[config.mk]
export PLATFORM = sky130hd
export DESIGN_NAME = wprot_ctrl
export DESIGN_NICKNAME = d
export VERILOG_FILES = /design/src/rtl/wprot_pkg.sv /design/src/rtl/wprot_range.sv /design/src/rtl/wprot_busy.sv /design/src/rtl/wprot_ctrl.sv
export SDC_FILE = /design/constraint.sdc
export NUM_CORES = 1
export LEC_CHECK = 0
export ABC_AREA = 1
export BUFFER_PORTS_ARGS = -buffer_cell sky130_fd_sc_hd__buf_2
export CORE_UTILIZATION = 53
export DETAILED_ROUTE_END_ITERATION = 7
export GPL_TIMING_DRIVEN = 0
export PLACE_DENSITY = 0.82
export SLEW_MARGIN = 20
export SYNTH_ARGS = -nofsm -noshare
export SYNTH_HDL_FRONTEND = slang
export SYNTH_SLANG_ARGS = --single-unit
[constraint.sdc]
create_clock -name clk -period 1.7 [get_ports clk]
set_input_delay 0.255 -clock clk [delete_from_list [all_inputs] [get_ports clk]]
set_output_delay 0.255 -clock clk [all_outputs]
set_load 0.02 [all_outputs]
[src/rtl/wprot_pkg.sv]
package wprot_pkg;
    typedef enum logic [1:0] {
        REQ_NONE = 2'd0,
        REQ_ARR  = 2'd1,
        REQ_SR   = 2'd2
    } req_kind_e;

    localparam int unsigned ST_ARM  = 7;
    localparam int unsigned ST_BPHI = 3;
    localparam int unsigned ST_BPLO = 2;
    localparam int unsigned ST_WEL  = 1;
    localparam int unsigned ST_BSY  = 0;
endpackage

[src/rtl/wprot_range.sv]
module wprot_range #(
    parameter int unsigned ADDR_W = 11
) (
    input  logic [1:0]        bp,
    input  logic [ADDR_W-1:0] addr,
    output logic              hit
);
    localparam int unsigned TOP = ADDR_W - 1;

    logic quarter_hit;
    logic half_hit;

    generate
        if (ADDR_W >= 2) begin : g_wide
            assign quarter_hit = addr[TOP] & addr[TOP-1];
        end else begin : g_narrow
            assign quarter_hit = addr[TOP];
        end
    endgenerate

    assign half_hit = addr[TOP];

    always_comb begin
        unique case (bp)
            2'd0: hit = 1'b0;
            2'd1: hit = quarter_hit;
            2'd2: hit = half_hit;
            default: hit = 1'b1;
        endcase
    end
endmodule

[src/rtl/wprot_busy.sv]
module wprot_busy #(
    parameter int unsigned WRITE_CYC = 200
) (
    input  logic clk,
    input  logic rst_n,
    input  logic start,
    output logic busy
);
    localparam int unsigned CNT_W = $clog2(WRITE_CYC + 1);

    logic [CNT_W-1:0] cnt_d, cnt_q;

    always_comb begin
        cnt_d = cnt_q;
        if (start) begin
            cnt_d = CNT_W'(WRITE_CYC);
        end else if (cnt_q != '0) begin
            cnt_d = cnt_q - 1'b1;
        end
    end

    always_ff @(posedge clk or negedge rst_n) begin
        if (!rst_n) cnt_q <= '0;
        else        cnt_q <= cnt_d;
    end

    assign busy = (cnt_q != '0);

    AST_BUSY_SPAN: assert property (@(posedge clk) disable iff (!rst_n)
        (start && !busy) |=> busy) else $error("busy did not rise");
endmodule

[src/rtl/wprot_ctrl.sv]
module wprot_ctrl
    import wprot_pkg::*;
#(
    parameter int unsigned ADDR_W    = 11,
    parameter int unsigned WRITE_CYC = 200
) (
    input  logic              clk,
    input  logic              rst_n,
    input  logic              cs_n,
    input  logic              wp_n,
    input  logic              cmd_wren,
    input  logic              cmd_wrdi,
    input  logic              cmd_write,
    input  logic              cmd_wrsr,
    input  logic [ADDR_W-1:0] wr_addr,
    input  logic [7:0]        sr_wdata,
    output logic              arr_grant,
    output logic              sr_grant,
    output logic [ADDR_W-1:0] grant_addr,
    output logic              busy,
    output logic [7:0]        status
);
    typedef struct packed {
        logic              cs;
        logic              armed;
        logic              wel;
        logic              wpen;
        logic [1:0]        bp;
        logic              pend_vld;
        req_kind_e         pend_kind;
        logic              pend_ok;
        logic [ADDR_W-1:0] pend_addr;
        logic              pend_wpen;
        logic [1:0]        pend_bp;
        logic              arr_grant;
        logic              sr_grant;
        logic [ADDR_W-1:0] grant_addr;
    } ctrl_state_t;

    ctrl_state_t s_d, s_q;

    logic prot_hit;
    logic commit_start;
    logic cs_fall;
    logic cs_rise;
    logic accept;
    logic pin_block;

    wprot_range #(.ADDR_W(ADDR_W)) u_range (
        .bp   (s_q.bp),
        .addr (wr_addr),
        .hit  (prot_hit)
    );

    wprot_busy #(.WRITE_CYC(WRITE_CYC)) u_busy (
        .clk   (clk),
        .rst_n (rst_n),
        .start (commit_start),
        .busy  (busy)
    );

    always_comb begin
        s_d           = s_q;
        s_d.arr_grant = 1'b0;
        s_d.sr_grant  = 1'b0;
        s_d.cs        = cs_n;
        commit_start  = 1'b0;

        cs_fall   = s_q.cs & ~cs_n;
        cs_rise   = ~s_q.cs & cs_n;
        accept    = s_q.armed & ~cs_n & ~busy;
        pin_block = s_q.wpen & ~wp_n;

        if (cs_fall) begin
            s_d.armed = 1'b1;
        end

        if (accept) begin
            if (cmd_wren) s_d.wel = 1'b1;
            if (cmd_wrdi) s_d.wel = 1'b0;
            if (s_q.wel && cmd_write) begin
                s_d.pend_vld  = 1'b1;
                s_d.pend_kind = REQ_ARR;
                s_d.pend_ok   = ~prot_hit;
                s_d.pend_addr = wr_addr;
            end else if (s_q.wel && cmd_wrsr) begin
                s_d.pend_vld  = 1'b1;
                s_d.pend_kind = REQ_SR;
                s_d.pend_ok   = ~pin_block;
                s_d.pend_wpen = sr_wdata[ST_ARM];
                s_d.pend_bp   = sr_wdata[ST_BPHI:ST_BPLO];
            end
        end

        if (cs_rise) begin
            s_d.pend_vld  = 1'b0;
            s_d.pend_kind = REQ_NONE;
            if (s_q.pend_vld) begin
                s_d.wel = 1'b0;
                if (s_q.pend_ok) begin
                    commit_start = 1'b1;
                    if (s_q.pend_kind == REQ_ARR) begin
                        s_d.arr_grant  = 1'b1;
                        s_d.grant_addr = s_q.pend_addr;
                    end else begin
                        s_d.sr_grant = 1'b1;
                        s_d.wpen     = s_q.pend_wpen;
                        s_d.bp       = s_q.pend_bp;
                    end
                end
            end
        end
    end

    always_ff @(posedge clk or negedge rst_n) begin
        if (!rst_n) s_q <= '0;
        else        s_q <= s_d;
    end

    assign arr_grant  = s_q.arr_grant;
    assign sr_grant   = s_q.sr_grant;
    assign grant_addr = s_q.grant_addr;
    assign status     = {s_q.wpen, 3'b000, s_q.bp, s_q.wel, busy};

    AST_UNARMED_QUIET: assert property (@(posedge clk) disable iff (!rst_n)
        !s_q.armed |-> !s_q.wel) else $error("latch set before arming");
    AST_GRANT_NEEDS_WEL: assert property (@(posedge clk) disable iff (!rst_n)
        (arr_grant || sr_grant) |-> $past(s_q.wel)) else $error("grant without latch");
    AST_COMMIT_CLEARS_WEL: assert property (@(posedge clk) disable iff (!rst_n)
        (arr_grant || sr_grant) |-> (!s_q.wel && busy)) else $error("latch kept or not busy");
    AST_NO_GRANT_WHILE_BUSY: assert property (@(posedge clk) disable iff (!rst_n)
        arr_grant |-> !$past(busy)) else $error("grant during busy");
    AST_ONE_GRANT: assert property (@(posedge clk) disable iff (!rst_n)
        !(arr_grant && sr_grant)) else $error("two grants");
endmodule

Yosys cells after proc, flatten, opt, wreduce, memory -nomap -nowiden
Cells that the tools add are included. W data, S select, Z words.

Logic and storage cells: 72. Output and inout bits: 22. Register bits: 45.

Bitwise operators: 14. $add $sub $neg: 1. Equal/unequal tests: 3. Mux-type cells: 25. Reductions and logical operators: 14.

Operator list (count): $mux W13 (3); $mux W11 (2); $mux W18 (1); $mux W8 (2); $mux W3 (4); $mux W4 (3); $mux W1 (8); $not A1 Y1 (8); $reduce_and A4 Y1 (2); $reduce_bool A8 Y1 (1); $sub A8 B1 Y8 const B (1); $mux W7 (1); $and A1 B1 Y1 (6); $reduce_and A2 Y1 (3); $reduce_bool A2 Y1 (3); $eq A2 B1 Y1 const B (2); $pmux W1 S3 (1); $reduce_and A3 Y1 (1); $reduce_bool A3 Y1 (1); $eq A2 B2 Y1 const B (1); $logic_and A1 B1 Y1 (2); $logic_not A2 Y1 (1).

Depth between registers and ports, before layout
Gate-level depths: netlist of the first run.

Depth in word-level cells: 7. Gate-level depth with buffers: 9. Mapped depth without buffers: 8.

Cells and area by module
A second synthesis of the first run with hierarchy kept.

Cells, all modules: 253. Area total of the unflattened synthesis: 2189.6 sq um.

By module, submodules not included: wprot_ctrl (instances 1, seq. area each 925.9 sq um, area an instance 1689.1 sq um, cells each 183); wprot_busy (instances 1, seq. area each 200.2 sq um, area an instance 486.7 sq um, cells each 67); wprot_range (instances 1, seq. area each 0.0 sq um, area an instance 13.8 sq um, cells each 3).

Worst setup path before layout of the first run
OpenSTA, ideal clock, no wires.

Path type: flip-flop to output port. Start point: register u_busy.cnt_q[0]. End point: output status[0]. Cell stages (with the launch flop): 8. Arrival time: 1.376 ns. Buffers on the path: 2. Path slack: 0.069 ns. Required time: 1.445 ns. Cell sequence: dfrtp_1 -> inv_1 -> ha_1 -> nand2_1 -> nor2_4 -> buf_6 -> inv_1 -> buf_4.

Cells in the longest elaborated chain, start to end: 1.

RTL lines: from (decl) (line wprot_busy.sv:11) `logic [CNT_W-1:0] cnt_d, cnt_q;`; from (signal assigned) (line wprot_busy.sv:24) `else cnt_q <= cnt_d;`; $reduce_bool A8 Y1 (line wprot_busy.sv:27) `assign busy = (cnt_q != '0);`; to (decl) (line wprot_ctrl.sv:21) `output logic [7:0] status`.

No other way between the ends.

Final worst setup path of the first run
Start point: register u_busy.cnt_q[0]. End point: output busy.

Cells in the longest elaborated chain, start to end: 1.

RTL lines: $reduce_bool A8 Y1 (line wprot_busy.sv:27); to (decl) (line wprot_ctrl.sv:20) `output logic busy,`.

No other way between the ends.

==> results of run 1 <==
## cells by family (layout without fill, tap and decap cells)
group           count (synthesis)  after routing  share of synthesized area
simple gates                  118            118                      0.238
buf+inv                        61            121                      0.150
flops                          45             45                      0.517
compound gates                 28             28                     0.0878
fa+ha+maj                       1              1                    0.00574
other cells                     1              3                    0.00172
## metal layers
metal | share of wire | vias to the layer above | track usage
li1 | - | 880 | -
met1 | 0.45 | 805 | 0.271
met2 | 0.50 | 32 | 0.358
met3 | 0.030 | 6 | 0.0569
met4 | 0.019 | 0 | 0.104
met5 | 0 | - | 0
## final cells by class
type | instances | share of cell area
clock inverters | 2 | 0.0139
clock buffers | 6 | 0.0306
multi-input cells | 150 | 0.284
well taps | 48 | 0.0222
flip-flops and latches | 45 | 0.417
inverters | 37 | 0.0524
plain buffers | 22 | 0.0630
repair buffers | 54 | 0.117
## stage by stage
step | util | TNS, ns | std cells
after CTS | 0.706 | 0 | 363
after global routing | 0.711 | 0 | 364
final | 0.711 | 0 | 364
after global placement | 0.644 | -0.0860 | 344
after detailed placement | 0.644 | -0.105 | 344
after floorplan | - | 0 | 256
## placed cells by master, fill, tap and decap left out
master	synthesis	final
sky130_fd_sc_hd__conb_1	1	3
sky130_fd_sc_hd__dfrtp_1	45	45
sky130_fd_sc_hd__ha_4	0	1
sky130_fd_sc_hd__o22ai_1	1	1
sky130_fd_sc_hd__a21oi_1	5	5
sky130_fd_sc_hd__inv_4	0	1
sky130_fd_sc_hd__o21ai_1	1	1
sky130_fd_sc_hd__nor3_1	3	3
sky130_fd_sc_hd__nand2_1	83	82
sky130_fd_sc_hd__o21ai_0	7	7
sky130_fd_sc_hd__bufinv_16	0	1
sky130_fd_sc_hd__clkbuf_8	0	6
sky130_fd_sc_hd__nor2_1	10	9
sky130_fd_sc_hd__a211oi_1	1	1
sky130_fd_sc_hd__nand4_1	1	1
sky130_fd_sc_hd__inv_1	34	31
sky130_fd_sc_hd__buf_4	20	33
sky130_fd_sc_hd__o21ai_2	11	11
sky130_fd_sc_hd__clkinvlp_4	0	1
sky130_fd_sc_hd__nand2_4	0	1
sky130_fd_sc_hd__nand3_1	12	12
sky130_fd_sc_hd__inv_2	3	5
sky130_fd_sc_hd__nand2_2	2	2
sky130_fd_sc_hd__nor2_4	3	5
sky130_fd_sc_hd__dlygate4sd3_1	0	1
sky130_fd_sc_hd__nand3_2	1	1
sky130_fd_sc_hd__a21o_2	1	1
sky130_fd_sc_hd__buf_6	3	3
sky130_fd_sc_hd__nand3b_1	1	1
sky130_fd_sc_hd__o31ai_1	1	1
sky130_fd_sc_hd__nand3_4	1	1
sky130_fd_sc_hd__buf_2	1	39
## synth_stat cells, drive strengths merged
cell type / number
nand2: 85
dfrtp: 45
inv: 37
buf: 24
o21ai: 19
nand3: 14
nor2: 14
a21oi: 5
nor3: 3
a211oi: 1
a21o: 1
conb: 1
ha: 1
nand3b: 1
nand4: 1
o22ai: 1
o31ai: 1
## sequential cells by signal, summed over array words and instances (netlist names)
name and flops:
u_busy.cnt_q 8, status 4, sr_grant 1, s_q 20, arr_grant 1, grant_addr 11
## power by group through the flow
stage | registers, mW | clock network (mW) | logic, mW
6_report | 1.24 | 0.839 | 0.512
2_1_floorplan | 1.24 | 0 | 0.231
4_1_cts | 1.23 | 0.855 | 0.473
3_3_place_gp | 1.26 | 0 | 0.302
3_5_place_dp | 1.26 | 0 | 0.312
5_1_grt | 1.25 | 0.900 | 0.568
## path summary, 6_finish.rpt
kind                                    to  cells past startpoint            start
setup / recovery                      busy                      6  u_busy.cnt_q[0]
setup reg to reg                   s_q[18]                      9  u_busy.cnt_q[0]
max in group asynchronous  u_busy.cnt_q[2]                      2            rst_n
hold / removal                     s_q[36]                      1             cs_n
min in group asynchronous          s_q[35]                      2            rst_n
hold reg to reg                    s_q[35]                      2          s_q[35]
## timing repair
| item | 4_1_cts | 5_1_grt |
|---|---|---|
| cloned | 0 | 0 |
| pin swaps | 3 | 4 |
| hold buffers | 0 | 1 |
| setup endpoints to repair | 2 | 1 |
| resized for setup | 11 | 2 |
| buffers inserted | 11 | 2 |
| endpoints found under the hold margin | 0 | 45 |
==> flow_summary.toml, run 1 <==
[synth]
postSynthRegisterBits = 45
synthesis.yosys.warnings = 0
syn_inst = 254
synth_top_cell_by_area = "sky130_fd_sc_hd__dfrtp_1"
synth.cell_area_mm2 = 0.00218
yosysTopAreaCellShare = 0.517
yosys-top-cells-area = "sky130_fd_sc_hd__dfrtp_1, sky130_fd_sc_hd__nand2_1, sky130_fd_sc_hd__buf_4, sky130_fd_sc_hd__inv_1, sky130_fd_sc_hd__o21ai_2"
synth-seq-area-share = 0.517
avgSynthCellArea_um2 = 8.58
yosysUniqueCellTypes = 27

[timing]
layout_setup_ws_ns = 0.130
worst_clock_skew_ns = 0.00592
max_clock_freq_mhz = 637
unrepaired_setup_endpoints_after_global_routing = "no"
final-max-slew-violation-count = 0
timing_worst_slew_pin_value_ns = 0.556
whs_ns = 0.103
final-setup-viol-count = 0
fin_crit_ns = 1.57
timing.final.hold_violations = 0
period_share = 0.924
slew-limit-headroom = 0.630

[power]
pint_mw = 1.88
pwr_dens_mw_per_mm2 = 961
power_leakage_nw = 1.55
p_sw_mw = 0.710
p_comb_frac = 0.197
sequentialPowerShare = 0.479
part_of_the_power_in_the_clock_network = 0.323
total_power_mw = 2.59
ir_drop_mv = 0.712
net_switching_share_of_the_total_power = 0.274

[layout]
flow.area_growth_from_synthesis_pct = 23.9
post_route_cells_drive_above_1_share = 0.354
num_antenna_cells = 0
final_nets = 343
fillCellCount = 294
area_of_the_multi_input_gates_um2 = 766
seq_area_mm2 = 0.00113
post-route-cell-area_mm2 = 0.00270

[floorplan]
core_area_mm2 = 0.00380
floorplan.die.height_um = 66.1
placementRows = 22
design.die.area_mm2 = 0.00437
ioPinCount = 49
floorplan.initialDensity = 0.574
die_x_um = 66.1

[drt]
total_via_count_after_detailed_routing = 1723
ant_nets = 0
routedWlPerCell_um = 11.3
total_length_of_routed_wires_um = 4120
number_of_detailed_route_iterations_in_the_first_pass = 4
drt_iter0_markers = 91
post_route_drc_violation_count = 0
drt-vias-per-instance = 4.73

[clock_network]
worstSkewPairLatency_ns = 0.30
cts_root_buf = "sky130_fd_sc_hd__clkbuf_8"
htree_num_levels = 2
clkTransAtPathRegs_ns = 0.08
ctsLongestPathBuffers = 2
tritoncts.num_buffers = 5
number_of_sinks_handled_by_clock_tree_synthesis = 45
tritoncts = "built"

[worst_setup_path]
critPathKind = "reg2out"
path_cells = "inv_2 -> ha_4 -> nand2_4 -> nor2_4 -> inv_4 -> buf_2"
endpoint_kind = "primary output"
timing.critical_path.fanout_max = 4
critical-path-top-delay-family = "flip-flops"
maximum_cell_stage_delay_along_the_critical_path_ns = 0.38
timing.critical_path.from_type = "flop"
worst-r2r-setup-slack_ns = 0.23
crit_arrival_ns = 1.32
required_ns = 1.44
cp.buffers_inverters = 3
crit_slowest_cell = "sky130_fd_sc_hd__dfrtp_1"

[job]
timing.max_cap.violations = 0

[grt]
globalRoute.totalOverflow = 0
pin_count_of_the_biggest_net_entering_global_routing = 46
number_of_global_route_vias_before_repair = 1680
grt_antenna_before_repair = 0
track_usage = 0.220
grt_pass1_wl_um = 7080

[place]
place.detailed.hpwl_um = 2620
port_buffers = 40
placement.cell_area_mm2 = 0.00245
finalWeightedCongestion = 0.816
preCtsSetupSlack_ns = -0.105

[worst_hold_path]
min_path_type = "in2reg"

[outcome]
run_status = "finished clean"
No activity file was read; power rests on OpenSTA's default activity.
==> inputs of run 2 (changes only) <==
==> constraint.sdc (replaced) <==
create_clock -name clk -period 1.5 [get_ports clk]
set_input_delay 0.225 -clock clk [delete_from_list [all_inputs] [get_ports clk]]
set_output_delay 0.225 -clock clk [all_outputs]
set_load 0.01 [all_outputs]
==> run 2 against run 1 <==
Net effect:
- the flow now finishes with violations (setup timing)
- critical path depth rose by 1
- critical endpoint is now status[0]
- final cell count up 0.55%
- non-clock buffer count up 3
- largest cell class unchanged
- global-route usage fell by 0.59 points
- die area did not move
- clock-buffer cell count decreased by 1
- worst hold slack worse by 0.010 ns
- via count rose by 5.7%
- combinational power up 12%
- register-to-register slack lost 0.22 ns
==> flow_summary.toml, run 2 (same netlist as run 1, synthesis figures left out) <==
[grt]
globalRoute.totalOverflow = 0
number_of_global_route_vias_before_repair = 1637
pin_count_of_the_biggest_net_entering_global_routing = 46
grt_antenna_before_repair = 0
track_usage = 0.214
grt_pass1_wl_um = 6990

[worst_setup_path]
path_cells = "nor2_2 -> nand2_4 -> nor2_4 -> buf_6 -> inv_4 -> buf_6 -> buf_6"
worst-r2r-setup-slack_ns = 0.01
crit_arrival_ns = 1.46
maximum_cell_stage_delay_along_the_critical_path_ns = 0.45
endpoint_kind = "primary output"
critPathKind = "reg2out"
timing.critical_path.from_type = "flop"
critical_path_most_common_cell = "sky130_fd_sc_hd__buf_6"
crit_slowest_cell = "sky130_fd_sc_hd__dfrtp_1"
required_ns = 1.27
timing.critical_path.fanout_max = 5

[drt]
total_via_count_after_detailed_routing = 1821
number_of_detailed_route_iterations_in_the_first_pass = 4
routedWlPerCell_um = 11.7
post_route_drc_violation_count = 0
total_length_of_routed_wires_um = 4270
ant_nets = 0
drt_iter0_markers = 92
drt-vias-per-instance = 4.98

[floorplan]
ioPinCount = 49
die_x_um = 66.1
core_area_mm2 = 0.00380
floorplan.die.height_um = 66.1
placementRows = 22
design.die.area_mm2 = 0.00437
floorplan.initialDensity = 0.574

[layout]
num_antenna_cells = 0
post_route_cells_drive_above_1_share = 0.374
top_register = "s_q"
largest_reg_flops = 20
flow.area_growth_from_synthesis_pct = 25.5
finalCoreUtilization = 0.720
commonest_cells_after_routing_fill_and_taps_aside = "sky130_fd_sc_hd__nand2_1, sky130_fd_sc_hd__dfrtp_1, sky130_fd_sc_hd__buf_2"
most_frequent_standard_cell_in_the_layout_excluding_fill_and_tap_cells = "sky130_fd_sc_hd__nand2_1"
fillCellCount = 305
final_nets = 346
post-route-cell-area_mm2 = 0.00274

[clock_network]
number_of_sinks_handled_by_clock_tree_synthesis = 45
cts_root_buf = "sky130_fd_sc_hd__clkbuf_8"
htree_num_levels = 2
clkTransAtPathRegs_ns = 0.08
tritoncts = "built"
ctsLongestPathBuffers = 2
worstSkewPairLatency_ns = 0.29
tritoncts.num_buffers = 5

[power]
ir_drop_mv = 0.740
pwr_dens_mw_per_mm2 = 1050
power_leakage_nw = 1.57

[worst_hold_path]
min_path_type = "in2reg"

[place]
port_buffers = 40
finalWeightedCongestion = 0.783
preCtsSetupSlack_ns = -0.224
place.detailed.hpwl_um = 2700
placement.cell_area_mm2 = 0.00245

[timing]
whs_ns = 0.0930
period_share = 1.13
fin_crit_ns = 1.69
timing.final.hold_violations = 0
final-setup-viol-count = 2
slew-limit-headroom = 0.624
timing_worst_slew_pin_value_ns = 0.564
layout_setup_ws_ns = -0.189
worst_clock_skew_ns = 0.00807
max_clock_freq_mhz = 592
final-max-slew-violation-count = 0
unrepaired_setup_endpoints_after_global_routing = "yes"

[job]
timing.max_cap.violations = 0

[outcome]
run_status = "finished, violations left"
failed_checks = "setup timing"
[run 2: timing repair]
item / CTS / global route
endpoints found under the hold margin: 0 / 45
setup buffers: 8 / 6
hold buffers: 0 / 1
pin swaps: 2 / 3
setup endpoints to repair: 24 / 20
gates resized for setup: 11 / 7
[run 2: metrics by stage]
stage | power (mW) | cells | setup TNS [ns]
floorplan | 1.67 | 256 | 0
global route | 3.01 | 366 | -0.756
finish | 2.87 | 366 | -0.301
CTS | 2.73 | 359 | -0.254
detailed placement | 1.79 | 344 | -0.919
global placement | 1.76 | 344 | -0.239
[run 2: layer usage]
| metal | track usage | routed length (um) | vias up |
|---|---|---|---|
| met5 | 0 | 0 | - |
| met4 | 0.0851 | 68 | 0 |
| met3 | 0.0603 | 161 | 10 |
| met2 | 0.355 | 2200 | 50 |
| met1 | 0.262 | 1840 | 872 |
| li1 | - | - | 889 |
[run 2: worst paths after layout]
kind / depth (start not counted) / startpoint / end
max: 7 / u_busy.cnt_q[4] / status[0]
min: 1 / cs_n / s_q[36]
max reg2reg: 9 / u_busy.cnt_q[4] / s_q[29]
min reg2reg: 2 / s_q[21] / grant_addr[5]
max in group asynchronous: 2 / rst_n / s_q[25]
min in group asynchronous: 2 / rst_n / status[1]
[run 2: cell type report]
cell class	instances	area, um^2	area share
clock buffer	5	68.8	0.0251
multi-input combinational	150	788	0.288
tap	48	60.1	0.0219
clock inverter	2	35.0	0.0128
buffer	24	193	0.0704
timing repair buffer	55	324	0.118
sequential	45	1130	0.412
inverter	37	141	0.0517
[run 2: critical path, delay by kind of cell, from the launching register on]
family	cells	cell delay, ns
buf+inv	4	0.36
flops	1	0.45
simple gates	3	0.36
[run 2: report_power, final]
group	total (mW)	leakage, nW	switching (mW)	internal [mW]
Combinational	0.573	0.935	0.299	0.275
Sequential	1.43	0.582	0.121	1.31
Clock	0.867	0.0540	0.383	0.484
Total	2.87	1.57	0.802	2.07
==> inputs of run 3 (changes only) <==
Settings changed: CAP_MARGIN set to 20, CORE_ASPECT_RATIO set to 0.5.
==> run 3 against run 2 <==
Net effect:
- the run still ends with setup timing left
- worst hold slack got worse by 0.017 ns
- critical path depth did not move
- sequential power barely moved
- power fell by 2.1%
- register-to-register slack got worse by 0.06 ns
- clock-buffer cell count rose by 1
- final cell count rose by 3.0%
- critical path type unchanged
- largest cell class unchanged
- largest power group unchanged
==> flow_summary.toml, run 3 (same netlist as run 1, synthesis figures left out) <==
[outcome]
run_status = "finished, violations left"
failed_checks = "setup timing"

[place]
port_buffers = 40
preCtsSetupSlack_ns = -0.201
dpl_cells = 350
finalWeightedCongestion = 0.725
place.detailed.hpwl_um = 2810

[worst_setup_path]
timing.critical_path.fanout_max = 5
critPathKind = "reg2out"
rr_endpoint = "s_q[23]"
crit_arrival_ns = 1.48
worst-r2r-setup-slack_ns = -0.05
endpoint_kind = "primary output"
timing.critical_path.from_type = "flop"
r2r-start = "u_busy.cnt_q[4]"
required_ns = 1.27
worstRegToRegCells = 8

[timing]
timing_worst_slew_pin_value_ns = 0.555
final-max-slew-violation-count = 0
unrepaired_setup_endpoints_after_global_routing = "yes"
fin_crit_ns = 1.71
final-setup-viol-count = 13
layout_setup_ws_ns = -0.210
setup-tns-final_ns = -0.800
worst_clock_skew_ns = 0.00667
period_share = 1.14
timing.final.hold_violations = 0
whs_ns = 0.0759
slew-limit-headroom = 0.630
max_clock_freq_mhz = 585

[drt]
total_via_count_after_detailed_routing = 1874
drt-vias-per-instance = 4.97
number_of_detailed_route_iterations_in_the_first_pass = 4
drt_iter0_markers = 115
routedWlPerCell_um = 13.1
total_length_of_routed_wires_um = 4930
post_route_drc_violation_count = 0
ant_nets = 0

[clock_network]
tritoncts.num_buffers = 5
htree_num_levels = 2
ctsLongestPathBuffers = 2
number_of_sinks_handled_by_clock_tree_synthesis = 45
cts_root_buf = "sky130_fd_sc_hd__clkbuf_8"
clkTransAtPathRegs_ns = 0.09
tritoncts = "built"
worstSkewPairLatency_ns = 0.30

[worst_hold_path]
min_path_type = "in2reg"
holdCritStartpoint = "cs_n"
timing.hold.worst_endpoint = "s_q[36]"
cell_depth_of_the_worst_hold_path = 1

[layout]
num_antenna_cells = 0
post_route_cells_drive_above_1_share = 0.381
largest_reg_flops = 20
flow.area_growth_from_synthesis_pct = 27.7
most_frequent_standard_cell_in_the_layout_excluding_fill_and_tap_cells = "sky130_fd_sc_hd__nand2_1"
commonest_cells_after_routing_fill_and_taps_aside = "sky130_fd_sc_hd__nand2_1, sky130_fd_sc_hd__dfrtp_1, sky130_fd_sc_hd__buf_2"
top_register = "s_q"
final_nets = 350
stdcell_count = 377

[floorplan]
floorplan.die.height_um = 47.3
design.die.area_mm2 = 0.00439
core_area_mm2 = 0.00392
ioPinCount = 49
floorplan.initialDensity = 0.555
die_x_um = 92.7
placementRows = 16

[grt]
globalRoute.totalOverflow = 0
number_of_global_route_vias_before_repair = 1608
pin_count_of_the_biggest_net_entering_global_routing = 46
track_usage = 0.212
grt_antenna_before_repair = 0
grt_pass1_wl_um = 6980

[power]
pwr_dens_mw_per_mm2 = 1010
ir_drop_mv = 0.505
total_power_mw = 2.81
power_leakage_nw = 1.58

[job]
timing.max_cap.violations = 0
run 3: cell count changes in the layout (fill, tap and decap cells not counted), moves of 2 or more:
cell	previous run	this run
sky130_fd_sc_hd__nand2_2	1	4
sky130_fd_sc_hd__o21ai_1	1	3
sky130_fd_sc_hd__nor2_1	6	8
sky130_fd_sc_hd__buf_4	34	37
sky130_fd_sc_hd__nand2_4	2	0
sky130_fd_sc_hd__o21ai_0	7	5
run 3: final cells by class:
type,instances,area (um^2)
fill,291,1140
sequential,45,1130
multi-input combinational,150,778
timing repair buffer,59,372
buffer,24,201
inverter,37,141
clock buffer,6,82.6
tap,54,67.6
clock inverter,2,13.8
run 3: how the worst max path moves through the flow:
stage | start | to | slack, ns | cells after the start
detailed placement | u_busy.cnt_q[0] | status[0] | -0.20 | 8
CTS | u_busy.cnt_q[1] | status[0] | -0.13 | 8
global placement | u_busy.cnt_q[0] | status[0] | -0.17 | 8
global route | u_busy.cnt_q[5] | status[0] | -0.28 | 7
finish | u_busy.cnt_q[4] | status[0] | -0.21 | 7
floorplan | u_busy.cnt_q[0] | status[0] | 0.006 | 7
run 3: repair_timing:
| action | CTS | global route |
|---|---|---|
| gates resized for setup | 10 | 9 |
| hold buffers | 0 | 1 |
| endpoints found under the setup margin | 17 | 19 |
| hold endpoints to repair | 0 | 45 |
| pin swaps | 3 | 6 |
| gates cloned | 0 | 1 |
| setup buffers | 9 | 9 |
run 3: layer usage:
layer	routed length, um	GRT usage	vias up
met1	2050	0.253	894
met4	96	0.0738	0
met2	2480	0.393	74
li1	-	-	891
met3	304	0.0566	15
met5	0	0	-
run 3: stage by stage:
step	util	instance area [um^2]
after floorplan	-	2190
after global placement	0.626	2460
after detailed placement	0.626	2460
after CTS	0.676	2650
after global routing	0.709	2780
final	0.709	2780
run 3: report_power, final:
group / switching [mW] / internal [mW] / total [mW]
Clock: 0.412 / 0.374 / 0.786
Sequential: 0.105 / 1.31 / 1.42
Combinational: 0.318 / 0.292 / 0.610
run 3: critical path: stages, from the launching register on:
cell and delay [ns]:
sky130_fd_sc_hd__dfrtp_1 0.43, sky130_fd_sc_hd__nor2_1 0.15, sky130_fd_sc_hd__nand2_2 0.11, sky130_fd_sc_hd__nor2_4 0.14, sky130_fd_sc_hd__buf_6 0.12, sky130_fd_sc_hd__inv_4 0.03
sky130_fd_sc_hd__buf_6 0.10, sky130_fd_sc_hd__buf_6 0.11
